File: config.mk
export PLATFORM = sky130hd
export DESIGN_NAME = dbg_halt_ctrl
export DESIGN_NICKNAME = d
export VERILOG_FILES = /design/src/rtl/dbgc_pkg.sv /design/src/rtl/dbgc_cpu_slice.sv /design/src/rtl/dbgc_tag_cnt.sv /design/src/rtl/dbgc_regs.sv /design/src/rtl/dbg_halt_ctrl.sv
export SDC_FILE = /design/constraint.sdc
export NUM_CORES = 1
export LEC_CHECK = 0
export BUFFER_PORTS_ARGS = -buffer_cell sky130_fd_sc_hd__buf_2
export CAP_MARGIN = 25
export CORE_MARGIN = 2
export CORE_UTILIZATION = 45
export CTS_CLUSTER_SIZE = 20
export DETAILED_ROUTE_END_ITERATION = 6
export MAX_ROUTING_LAYER = met4
export PLACE_DENSITY = 0.73
export SLEW_MARGIN = 20
export SYNTH_ARGS = -nofsm -noshare
export SYNTH_HDL_FRONTEND = slang
export SYNTH_HIERARCHICAL = 1
export SYNTH_SLANG_ARGS = --single-unit
File: constraint.sdc
create_clock -name clk -period 2.51 [get_ports clk]
set_clock_uncertainty 0.1 [all_clocks]
set_input_delay 0 -clock clk [delete_from_list [all_inputs] [get_ports clk]]
set_output_delay 0 -clock clk [all_outputs]
set_load 0.01 [all_outputs]
File: src/rtl/dbgc_pkg.sv
package dbgc_pkg;
  localparam int TT_W      = 8;
  localparam int DATA_W    = 32;
  localparam int MASK_LSB  = 16;
  localparam int TT_LSB    = 4;
  localparam int EM_BIT    = 12;
  localparam int ASI_W     = 8;
  localparam int ADR_CTRL  = 0;
  localparam int ADR_TAG   = 1;
  localparam int ADR_ASI   = 2;
  localparam int ADR_CAUSE = 4;
  localparam logic [TT_W-1:0] BRK_TT = 8'h0B;

  typedef struct packed {
    logic            em;
    logic [TT_W-1:0] tt;
  } cause_t;
endpackage

File: src/rtl/dbgc_cpu_slice.sv
module dbgc_cpu_slice
  import dbgc_pkg::*;
(
  input  logic            clk,
  input  logic            rst_n,
  input  logic            req,
  input  logic [TT_W-1:0] tt,
  input  logic            em,
  input  logic            brk,
  input  logic            resume,
  input  logic            force_in,
  output logic            halted,
  output logic            own_entry,
  output cause_t          cause
);
  logic   halted_q, halted_d;
  cause_t cause_q, cause_d;
  logic   cause_en;

  always_comb begin
    halted_d  = halted_q;
    cause_d   = cause_q;
    cause_en  = 1'b0;
    own_entry = 1'b0;
    if (halted_q) begin
      if (resume) halted_d = 1'b0;
    end else if (req) begin
      halted_d  = 1'b1;
      own_entry = 1'b1;
      cause_en  = 1'b1;
      cause_d   = '{em: em, tt: tt};
    end else if (brk) begin
      halted_d  = 1'b1;
      own_entry = 1'b1;
      cause_en  = 1'b1;
      cause_d   = '{em: 1'b0, tt: BRK_TT};
    end else if (force_in) begin
      halted_d  = 1'b1;
      cause_en  = 1'b1;
      cause_d   = '{em: 1'b0, tt: BRK_TT};
    end
  end

  always_ff @(posedge clk or negedge rst_n) begin
    if (!rst_n) begin
      halted_q <= 1'b0;
      cause_q  <= '0;
    end else begin
      halted_q <= halted_d;
      if (cause_en) cause_q <= cause_d;
    end
  end

  assign halted = halted_q;
  assign cause  = cause_q;
endmodule

File: src/rtl/dbgc_tag_cnt.sv
module dbgc_tag_cnt #(
  parameter int TAG_W = 30
) (
  input  logic             clk,
  input  logic             rst_n,
  input  logic             run,
  input  logic             wr,
  input  logic [TAG_W-1:0] wdata,
  output logic [TAG_W-1:0] tag
);
  logic [TAG_W-1:0] tag_q, tag_d;
  logic             tag_en;

  always_comb begin
    tag_en = wr | run;
    if (wr) tag_d = wdata;
    else    tag_d = tag_q + TAG_W'(1);
  end

  always_ff @(posedge clk or negedge rst_n) begin
    if (!rst_n)      tag_q <= '0;
    else if (tag_en) tag_q <= tag_d;
  end

  assign tag = tag_q;
endmodule

File: src/rtl/dbgc_regs.sv
module dbgc_regs
  import dbgc_pkg::*;
#(
  parameter int NCPU   = 4,
  parameter int TAG_W  = 30,
  parameter int ADDR_W = 5
) (
  input  logic                    clk,
  input  logic                    rst_n,
  input  logic                    we,
  input  logic [ADDR_W-1:0]       addr,
  input  logic [DATA_W-1:0]       wdata,
  input  logic [TAG_W-1:0]        tag,
  input  cause_t                  cause [NCPU],
  output logic [NCPU-1:0]         prop_en,
  output logic [NCPU-1:0]         prop_mask,
  output logic [ASI_W-1:0]        asi,
  output logic                    tag_wr,
  output logic [DATA_W-1:0]       rdata
);
  logic [NCPU-1:0]  en_q, en_d, mask_q, mask_d;
  logic [ASI_W-1:0] asi_q, asi_d;
  logic             ctrl_wr, asi_wr;

  always_comb begin
    ctrl_wr = we && (addr == ADDR_W'(ADR_CTRL));
    asi_wr  = we && (addr == ADDR_W'(ADR_ASI));
    tag_wr  = we && (addr == ADDR_W'(ADR_TAG));
    en_d    = wdata[NCPU-1:0];
    mask_d  = wdata[MASK_LSB +: NCPU];
    asi_d   = wdata[ASI_W-1:0];
  end

  always_ff @(posedge clk or negedge rst_n) begin
    if (!rst_n) begin
      en_q   <= '0;
      mask_q <= '0;
      asi_q  <= '0;
    end else begin
      if (ctrl_wr) begin
        en_q   <= en_d;
        mask_q <= mask_d;
      end
      if (asi_wr) asi_q <= asi_d;
    end
  end

  always_comb begin
    rdata = '0;
    if (addr == ADDR_W'(ADR_CTRL)) begin
      rdata[NCPU-1:0]          = en_q;
      rdata[MASK_LSB +: NCPU]  = mask_q;
    end else if (addr == ADDR_W'(ADR_TAG)) begin
      rdata[TAG_W-1:0] = tag;
    end else if (addr == ADDR_W'(ADR_ASI)) begin
      rdata[ASI_W-1:0] = asi_q;
    end else begin
      for (int i = 0; i < NCPU; i++) begin
        if (addr == ADDR_W'(ADR_CAUSE + i)) begin
          rdata[TT_LSB +: TT_W] = cause[i].tt;
          rdata[EM_BIT]         = cause[i].em;
        end
      end
    end
  end

  assign prop_en   = en_q;
  assign prop_mask = mask_q;
  assign asi       = asi_q;
endmodule

File: src/rtl/dbg_halt_ctrl.sv
module dbg_halt_ctrl
  import dbgc_pkg::*;
#(
  parameter int NCPU   = 4,
  parameter int TAG_W  = 30,
  parameter int ADDR_W = 5
) (
  input  logic                   clk,
  input  logic                   rst_n,
  input  logic [NCPU-1:0]        dbg_req,
  input  logic [NCPU*TT_W-1:0]   dbg_tt,
  input  logic [NCPU-1:0]        dbg_em,
  input  logic [NCPU-1:0]        sw_brk,
  input  logic [NCPU-1:0]        resume,
  input  logic                   reg_we,
  input  logic [ADDR_W-1:0]      reg_addr,
  input  logic [DATA_W-1:0]      reg_wdata,
  output logic [DATA_W-1:0]      reg_rdata,
  output logic [NCPU-1:0]        halted,
  output logic [ASI_W-1:0]       asi_id
);
  logic [NCPU-1:0]  own_entry, force_in, prop_en, prop_mask;
  logic [NCPU-1:0]  src_q, src_d;
  logic [TAG_W-1:0] tag;
  logic             tag_wr, run;
  cause_t           cause [NCPU];

  always_comb src_d = own_entry & ~prop_mask;

  always_ff @(posedge clk or negedge rst_n) begin
    if (!rst_n) src_q <= '0;
    else        src_q <= src_d;
  end

  for (genvar g = 0; g < NCPU; g++) begin : g_cpu
    logic [NCPU-1:0] others;
    always_comb begin
      others    = src_q;
      others[g] = 1'b0;
      force_in[g] = prop_en[g] & (|others);
    end

    dbgc_cpu_slice u_slice (
      .clk       (clk),
      .rst_n     (rst_n),
      .req       (dbg_req[g]),
      .tt        (dbg_tt[g*TT_W +: TT_W]),
      .em        (dbg_em[g]),
      .brk       (sw_brk[g]),
      .resume    (resume[g]),
      .force_in  (force_in[g]),
      .halted    (halted[g]),
      .own_entry (own_entry[g]),
      .cause     (cause[g])
    );
  end

  assign run = ~&halted;

  dbgc_tag_cnt #(.TAG_W(TAG_W)) u_tag (
    .clk   (clk),
    .rst_n (rst_n),
    .run   (run),
    .wr    (tag_wr),
    .wdata (reg_wdata[TAG_W-1:0]),
    .tag   (tag)
  );

  dbgc_regs #(.NCPU(NCPU), .TAG_W(TAG_W), .ADDR_W(ADDR_W)) u_regs (
    .clk       (clk),
    .rst_n     (rst_n),
    .we        (reg_we),
    .addr      (reg_addr),
    .wdata     (reg_wdata),
    .tag       (tag),
    .cause     (cause),
    .prop_en   (prop_en),
    .prop_mask (prop_mask),
    .asi       (asi_id),
    .tag_wr    (tag_wr),
    .rdata     (reg_rdata)
  );
endmodule

### After elaboration in Yosys (flattened, before gate mapping)

Cells that the tools add are included.

| cells by class | value |
|---|---|
| add/subtract/negate cells | 1 |
| eq/ne operators | 6 |
| muxes and demuxes | 62 |
| bitwise logic cells | 11 |
| reduce and logical (&&, ||, !) cells | 18 |

Operator list:

| cell | count |
|---|---|
| two-way mux 9 bit | 16 |
| two-way mux 1 bit | 36 |
| adder 30 x 1 -> 30 bit (second input constant) | 1 |
| two-way mux 30 bit | 1 |
| == test 5 x 3 -> 1 bit (second input constant) | 4 |
| two-way mux 17 bit | 1 |
| two-way mux 4 bit | 4 |
| two-way mux 13 bit | 1 |
| two-way mux 12 bit | 1 |
| AND reduction 3 bit | 4 |
| nonzero test 3 bit | 4 |
| OR reduction 3 bit | 4 |
| two-way mux 10 bit | 1 |
| == test 5 x 1 -> 1 bit (second input constant) | 1 |
| == test 5 x 2 -> 1 bit (second input constant) | 1 |
| zero test 5 bit | 1 |
| two-way mux 5 bit | 1 |
| AND 1 bit | 4 |
| AND 4 bit | 1 |
| inverter 1 bit | 4 |
| inverter 4 bit | 1 |
| AND reduction 4 bit | 1 |
| logical AND 1 bit | 3 |
| zero test 1 bit | 1 |
| bitwise OR 1 bit | 1 |

| storage, ports and cells | value |
|---|---|
| bits in registers | 90 |
| output and inout bits | 44 |
| logic and storage cells | 115 |

### Longest topological paths before layout

Gate-level depths: netlist of the first run.

| depth | value |
|---|---|
| depth after elaboration | 8 |
| depth in mapped cells | 9 |

### Cells and area by module

Netlist of the first run, hierarchy kept.

Modules (own cells, without submodules):

| module | instances | cells each | area each (µm²) |
|---|---|---|---|
| dbgc_cpu_slice | 4 | 44 | 493.0 |
| dbgc_tag_cnt | 1 | 207 | 1751.7 |
| dbgc_regs | 1 | 152 | 1380.1 |
| dbg_halt_ctrl | 1 | 13 | 166.4 |

### Worst setup path before layout of the first run

OpenSTA, ideal clock, no wires.

| timing | value |
|---|---|
| path kind | reg2reg |
| from | reg g_cpu[3].u_slice.halted_q |
| to | reg u_tag.tag_q[26] (netlist: u_tag/tag[26]) |
| arrival time | 2.038 ns |
| slack | 0.290 ns |
| stages on the path, launching flop included | 8 |
| buffers on the path | 2 |
| period minus slack after synthesis | 2.220 ns |
| cells stage by stage | dfrtp_1 nand4_1 buf_2 nand4_1 or3_1 buf_2 or4_1 a31oi_1 |

| between the ends | value |
|---|---|
| cells in the longest elaborated chain, start to end | 3 |

RTL lines:

| element | line | source |
|---|---|---|
| start: declaration | dbgc_cpu_slice.sv:16 | `logic halted_q, halted_d;` |
| start signal: assignment | dbgc_cpu_slice.sv:49 | `halted_q <= halted_d;` |
| AND reduction 4 bit | dbg_halt_ctrl.sv:58 | `assign run = ~&halted;` |
| zero test 1 bit | dbg_halt_ctrl.sv:58 |  |
| via run | dbg_halt_ctrl.sv:25 | `logic tag_wr, run;` |
| bitwise OR 1 bit | dbgc_tag_cnt.sv:15 | `tag_en = wr \| run;` |
| end signal: assignment | dbgc_tag_cnt.sv:22 | `else if (tag_en) tag_q <= tag_d;` |
| end: declaration | dbgc_tag_cnt.sv:11 | `logic [TAG_W-1:0] tag_q, tag_d;` |

The timed path passes the listed nets, and every way through them passes these cells.
A chain may end at the register's enable or synchronous reset.

### Worst setup path in the final report of the first run

| timing | value |
|---|---|
| from | reg u_tag.tag_q[12] (netlist: u_tag/tag[12]) |
| to | reg u_tag.tag_q[25] (netlist: u_tag/tag[25]) |

| between the ends | value |
|---|---|
| cells in the longest elaborated chain, start to end | 2 |

RTL lines:

| element | line | source |
|---|---|---|
| adder 30 x 1 -> 30 bit | dbgc_tag_cnt.sv:17 | `else tag_d = tag_q + TAG_W'(1);` |
| two-way mux 30 bit | dbgc_tag_cnt.sv:16 | `if (wr) tag_d = wdata;` |

No other way between the ends.

==> results.cfg, run 1 <==
[outcome]
outcome = completed

[floorplanning]
die_height_um = 112
rows = 39
dieWidth_um = 112
start_util_pct = 46.2
die_area_sq_um = 12600
core_area_sq_um = 11400
ios = 132

[cells_and_area]
fill_cells = 963
final_nets = 818
syn_to_final_growth_pct = 32.2
diodes = 0
final_layout_size_suffix_gt1_share_pct = 24.0

[yosys]
yosys.area.top_type_share_pct = 42.7
ys_ff_latch = 90
synthTopCellsByArea = dfrtp_1 43%, a221o_1 4.9%, mux2_2 4.1%, nor4b_1 4.0%, nand2_1 3.1%
synthArstFlopShare_pct = 100
synth_ff_type = dfrtp_1
synthTopCellsByCount = 90 x dfrtp_1, 43 x nand2_1, 34 x nor2_1
ys_warn_count = 6
avgSynthCellArea_sq_um = 9.62
yosysSeqAreaShare_pct = 42.7
yosysMostFrequentCell = dfrtp_1
synth.distinct_cells = 49
synth_edf_count = 0
yosysTopAreaCell = dfrtp_1
syn_area_sq_um = 5270
syn_inst = 548

[placed_design]
routabilityCongestion = 0.928
port-buffer-count = 127
place_hpwl_um = 11100

[sta]
min_period_over_period_pct = 95.7
fin_hold_ws_ns = 0.0396
max_freq_ghz = 0.416
setup_viol = 0
final.setup.tns_ns = 0
period_minus_slack_ns = 2.40
final_hold_viol_count = 0
finalMaxSlewViolations = 0
tightest_slew_ns = 0.710
rsz0062_at_grt = no
slew_headroom_pct = 52.7

[cts]
root_buffer = clkbuf_16
cts_tree = built
cts_buffers = 9
worstSkewPairLatency_ns = 0.33
cts_setup_buffers = 0
clock_sinks = 90
clk_pin_slew_worst_paths_ns = 0.06
clockBufferDepth = 2
htree_levels = 3
ctsResizeCount = 0
cts.hold.buffers_added = 73

[drt]
ant_nets = 0
dr.max_layer_used = met4
drt-met1-wl_um = 6680
wl_um = 15900
vias_per_cell = 5.92
wire_per_inst_um = 18.1
drt-pass1-iter-count = 5
wl_met3_um = 1080
wl_met2_um = 7780
drt_iter0_drc = 556
drc = 0
vias = 5186

[power_and_ir_drop]
p_leak_nw = 3.09
power_density_nw_per_um2 = 700
ir_worst_vdd_mv = 0.397

[critical_path]
cp_max_fo = 13
crit_type = flop to flop
critPathCaptureType = flop
arrival_ns = 2.56
setup.worst_path.start_class = flop
cp.required_ns = 2.67

[grt]
grt-ovfl-total = 0
grt_antenna_before_repair = 0
grt_usage_pct = 25.8
grt_pass1_vias = 5025
grt_pass1_wl_um = 25300
grt_max_degree = 53

[job]
cap_viol_max_count = 0

[hold_path]
hp-class = input port to flop
[metrics by stage]
stage	utilization [%]	worst slack [ns]	instances	power [W]	cell area, sq um
floorplan	-	0.290	549	0.00295	5270
global placement	51.9	0.192	788	0.00334	5930
detailed placement	51.9	0.157	788	0.00341	5930
CTS	61.0	0.133	876	0.00487	6970
global route	61.0	0.00779	876	0.00513	6970
finish	61.0	0.107	876	0.00487	6970
[final cells by class]
| cell class | count | area [sq um] | share of cell area [%] |
|---|---|---|---|
| clock buffer | 13 | 270 | 3.88 |
| clock inverter | 2 | 35.0 | 0.503 |
| tap | 143 | 179 | 2.57 |
| multi-input combinational | 386 | 2650 | 38.0 |
| timing repair buffer | 212 | 1470 | 21.1 |
| inverter | 30 | 113 | 1.62 |
| sequential | 90 | 2250 | 32.3 |
[registers in the layout (all words and copies together), names as in the netlist]
register              cells
g_cpu.u_slice/cause      36
g_cpu.u_slice/halted      4
src_q                     4
u_regs/asi                8
u_regs/prop_en            4
u_regs/prop_mask          4
u_tag/tag                30
[critical path, cell delays in order (launching register included)]
cell and delay (ns):
dfrtp_1 0.47, nand4_1 0.22, or4_1 0.80, or4_1 0.57, a31oi_1 0.17
[final timing paths]
check,from,to,slack (ns),cells past startpoint
min in group asynchronous,rst_n,u_regs/asi[7],0.17,2
setup reg to reg,u_tag/tag[12],u_tag/tag[25],0.11,4
hold reg to reg,u_regs/prop_mask[1],src_q[1],0.36,1
max in group asynchronous,rst_n,g_cpu[2].u_slice/halted,1.48,3
setup / recovery,u_tag/tag[12],u_tag/tag[25],0.11,4
hold / removal,sw_brk[1],src_q[1],0.04,4
[layout by cell type (no fill, tap or decap), drive strengths merged, types with 10 or more instances in the layout]
master / synthesis / routed
a221o: 26 / 26
a221oi: 12 / 12
a31oi: 11 / 11
and2: 17 / 17
buf: 36 / 139
clkbuf: 7 / 13
dfrtp: 90 / 90
dlygate4sd3: 0 / 73
inv: 30 / 30
mux2: 19 / 19
mux2i: 11 / 11
nand2: 43 / 43
nand3: 10 / 10
nand4: 18 / 18
nor2: 34 / 34
nor2b: 13 / 13
nor4: 21 / 21
nor4b: 24 / 24
o21ai: 26 / 26
xnor2: 11 / 11
[power by group]
part | switching [W] | total [W] | internal, W
Combinational | 0.000604 | 0.00126 | 0.000655
Sequential | 0.000421 | 0.00224 | 0.00182
Clock | 0.000528 | 0.00137 | 0.000846
[metal layers]
layer	GRT usage, %	vias up
li1	-	2432
met3	3.62	24
met1	33.7	2496
met2	42.2	234
met5	-	-
met4	7.80	0
[logic make-up (layout without fill, tap and decap cells)]
group                      count (synthesis)  after routing  share of synthesized area, %
buffers and inverters                     73            257                          7.15
AOI/OAI and AO/OA                        120            120                          17.1
muxes                                     30             30                          6.15
adders and majority gates                  1              1                         0.237
xor gates and xnor gates                  14             14                          2.33
other                                      1              2                        0.0712
DFF                                       90             90                          42.7
and+or+nand+nor                          219            219                          24.2
No activity file was read; power rests on OpenSTA's default activity.
==> inputs of run 2 (changes only) <==
--- a/config.mk
+++ b/config.mk
@@ -11,7 +11,6 @@
 export CORE_UTILIZATION = 45
 export CTS_CLUSTER_SIZE = 20
 export DETAILED_ROUTE_END_ITERATION = 6
-export MAX_ROUTING_LAYER = met4
 export PLACE_DENSITY = 0.73
 export SLEW_MARGIN = 20
 export SYNTH_ARGS = -nofsm -noshare
==> run 2 against run 1 <==
- first-iteration DRC count is 13% lower
- design area barely moved
- sequential share of layout area hardly changed
- critical path type unchanged
==> results.cfg, run 2 (synthesis gave the netlist of run 1 again) <==
[power_and_ir_drop]
power_density_nw_per_um2 = 710
p_int_w = 0.00334
swShare_pct = 32.6
clkPwrFrac_pct = 28.8
p_total_w = 0.00495
power_switching_w = 0.00161
combPwrFrac_pct = 25.8
power_frac_seq_pct = 45.4
ir_worst_vdd_mv = 0.381
p_leak_nw = 3.08

[grt]
grt.busiest_layer = met2
grt_pass1_wl_um = 25600
grtUsageMet3_pct = 4.54
grt_max_degree = 51
grt-ovfl-total = 0
grt_pass1_vias = 5094
grt_util_met1_pct = 32.7
grt_antenna_before_repair = 0
grt_usage_pct = 25.4
grt_use_met2_pct = 43.3

[critical_path]
setup.worst_path.start_class = flop
max_stage_delay_ns = 0.57
rr_endpoint = u_tag/tag[28]
cp_max_fo = 5
worstRegToRegCells = 6
cp-startpoint = g_cpu[3].u_slice/halted
cp.required_ns = 2.67
arrival_ns = 2.47
worst_path_max_delay_cell = or4_1
ff2ff_setup_slack_ns = 0.20
cp_cell_sequence = nand4_1, buf_4, nand4_1, or4_1, or4_1, a31oi_1
crit_type = flop to flop
setup.worst_path.end = u_tag/tag[28]
timing.rr.start = g_cpu[3].u_slice/halted
critPathCaptureType = flop

[floorplanning]
core_area_sq_um = 11400
dieWidth_um = 112
rows = 39
ios = 132
die_area_sq_um = 12600
start_util_pct = 46.2
die_height_um = 112

[sta]
finalMaxSlewViolations = 0
rsz0062_at_grt = no
slew_headroom_pct = 52.5
final.setup.tns_ns = 0
setup_viol = 0
final_hold_viol_count = 0
tightest_slew_ns = 0.711
period_minus_slack_ns = 2.31
max_freq_ghz = 0.433
min_period_over_period_pct = 92.0

[cts]
cts_buffers = 9
clock_sinks = 90
clk_pin_slew_worst_paths_ns = 0.06
htree_levels = 3
worstSkewPairLatency_ns = 0.34
root_buffer = clkbuf_16
cts_tree = built
clockBufferDepth = 2

[drt]
drc = 0
wire_per_inst_um = 18.5
wl_um = 16200
vias = 5225
ant_nets = 0
vias_per_cell = 5.96
drt_iter0_drc = 486
drt-pass1-iter-count = 6

[cells_and_area]
diodes = 0
final_cell_mix = 126 x buf_2, 90 x dfrtp_1, 72 x dlygate4sd3_1, 43 x nand2_1, 34 x nor2_1
syn_to_final_growth_pct = 32.3
largest_register_ff_count = 36
final_nets = 818
final_layout_size_suffix_gt1_share_pct = 24.3
final_common_cell = buf_2

[placed_design]
port-buffer-count = 127
routabilityCongestion = 0.907
place_hpwl_um = 11200

[job]
cap_viol_max_count = 0

[hold_path]
hp-class = input port to flop
hold_start = sw_brk[1]

[outcome]
outcome = completed
run 2: through the flow:
stage	instance area, sq um	cells	util, %	hold slack, ns	worst slack, ns
after detailed placement	5940	789	52.0	-0.0123	0.131
after global routing	6970	876	61.0	0.0416	0.0709
after CTS	6970	876	61.0	0.0119	0.0977
final	6970	876	61.0	0.0302	0.200
after global placement	5940	789	52.0	-0.0210	0.211
after floorplan	5270	549	-	-0.396	0.290
run 2: how the worst min path moves through the flow:
| stage | end | slack, ns | depth (start not counted) |
|---|---|---|---|
| after floorplan | g_cpu[0].u_slice/cause[0] | -0.40 | 0 |
| after global placement | u_regs/asi[7] | -0.02 | 1 |
| after detailed placement | u_tag/tag[7] | -0.01 | 1 |
| after CTS | g_cpu[0].u_slice/halted | 0.01 | 3 |
| after global routing | src_q[1] | 0.04 | 4 |
| final | src_q[1] | 0.03 | 4 |
run 2: repair_timing:
action / CTS / global route
setup endpoints to repair: 0 / 1
hold endpoints to repair: 135 / 0
hold buffers: 72 / 0
buffers inserted: 0 / 0
resized for setup: 0 / 1
run 2: layout make-up:
class                      instances  area [sq um]
tap                              143           179
sequential                        90          2250
clock inverter                     5          80.1
multi-input combinational        386          2650
fill                             952          4450
inverter                          30           113
timing repair buffer             212          1470
clock buffer                      10           229
run 2: critical path, delay by kind of cell, from the launching register on:
family	cells	cell delay [ns]
AO/OA/AOI/OAI	1	0.20
buffers and inverters	1	0.18
flip-flops	1	0.38
AND/OR/NAND/NOR	4	1.37
run 2: routing by layer:
layer	share of wire [%]	routed length [um]	up-vias
met5	0	0	-
met4	2.2	349	0
met3	6.6	1080	29
met2	50	8070	238
met1	41	6730	2527
li1	-	-	2431
run 2: power groups by stage:
stage	combinational (W)	sequential (W)	clock [W]
2_1_floorplan	0.000808	0.00214	0
3_3_place_gp	0.00111	0.00223	0
3_5_place_dp	0.00116	0.00226	0
4_1_cts	0.00126	0.00224	0.00145
5_1_grt	0.00139	0.00230	0.00151
6_report	0.00128	0.00225	0.00143
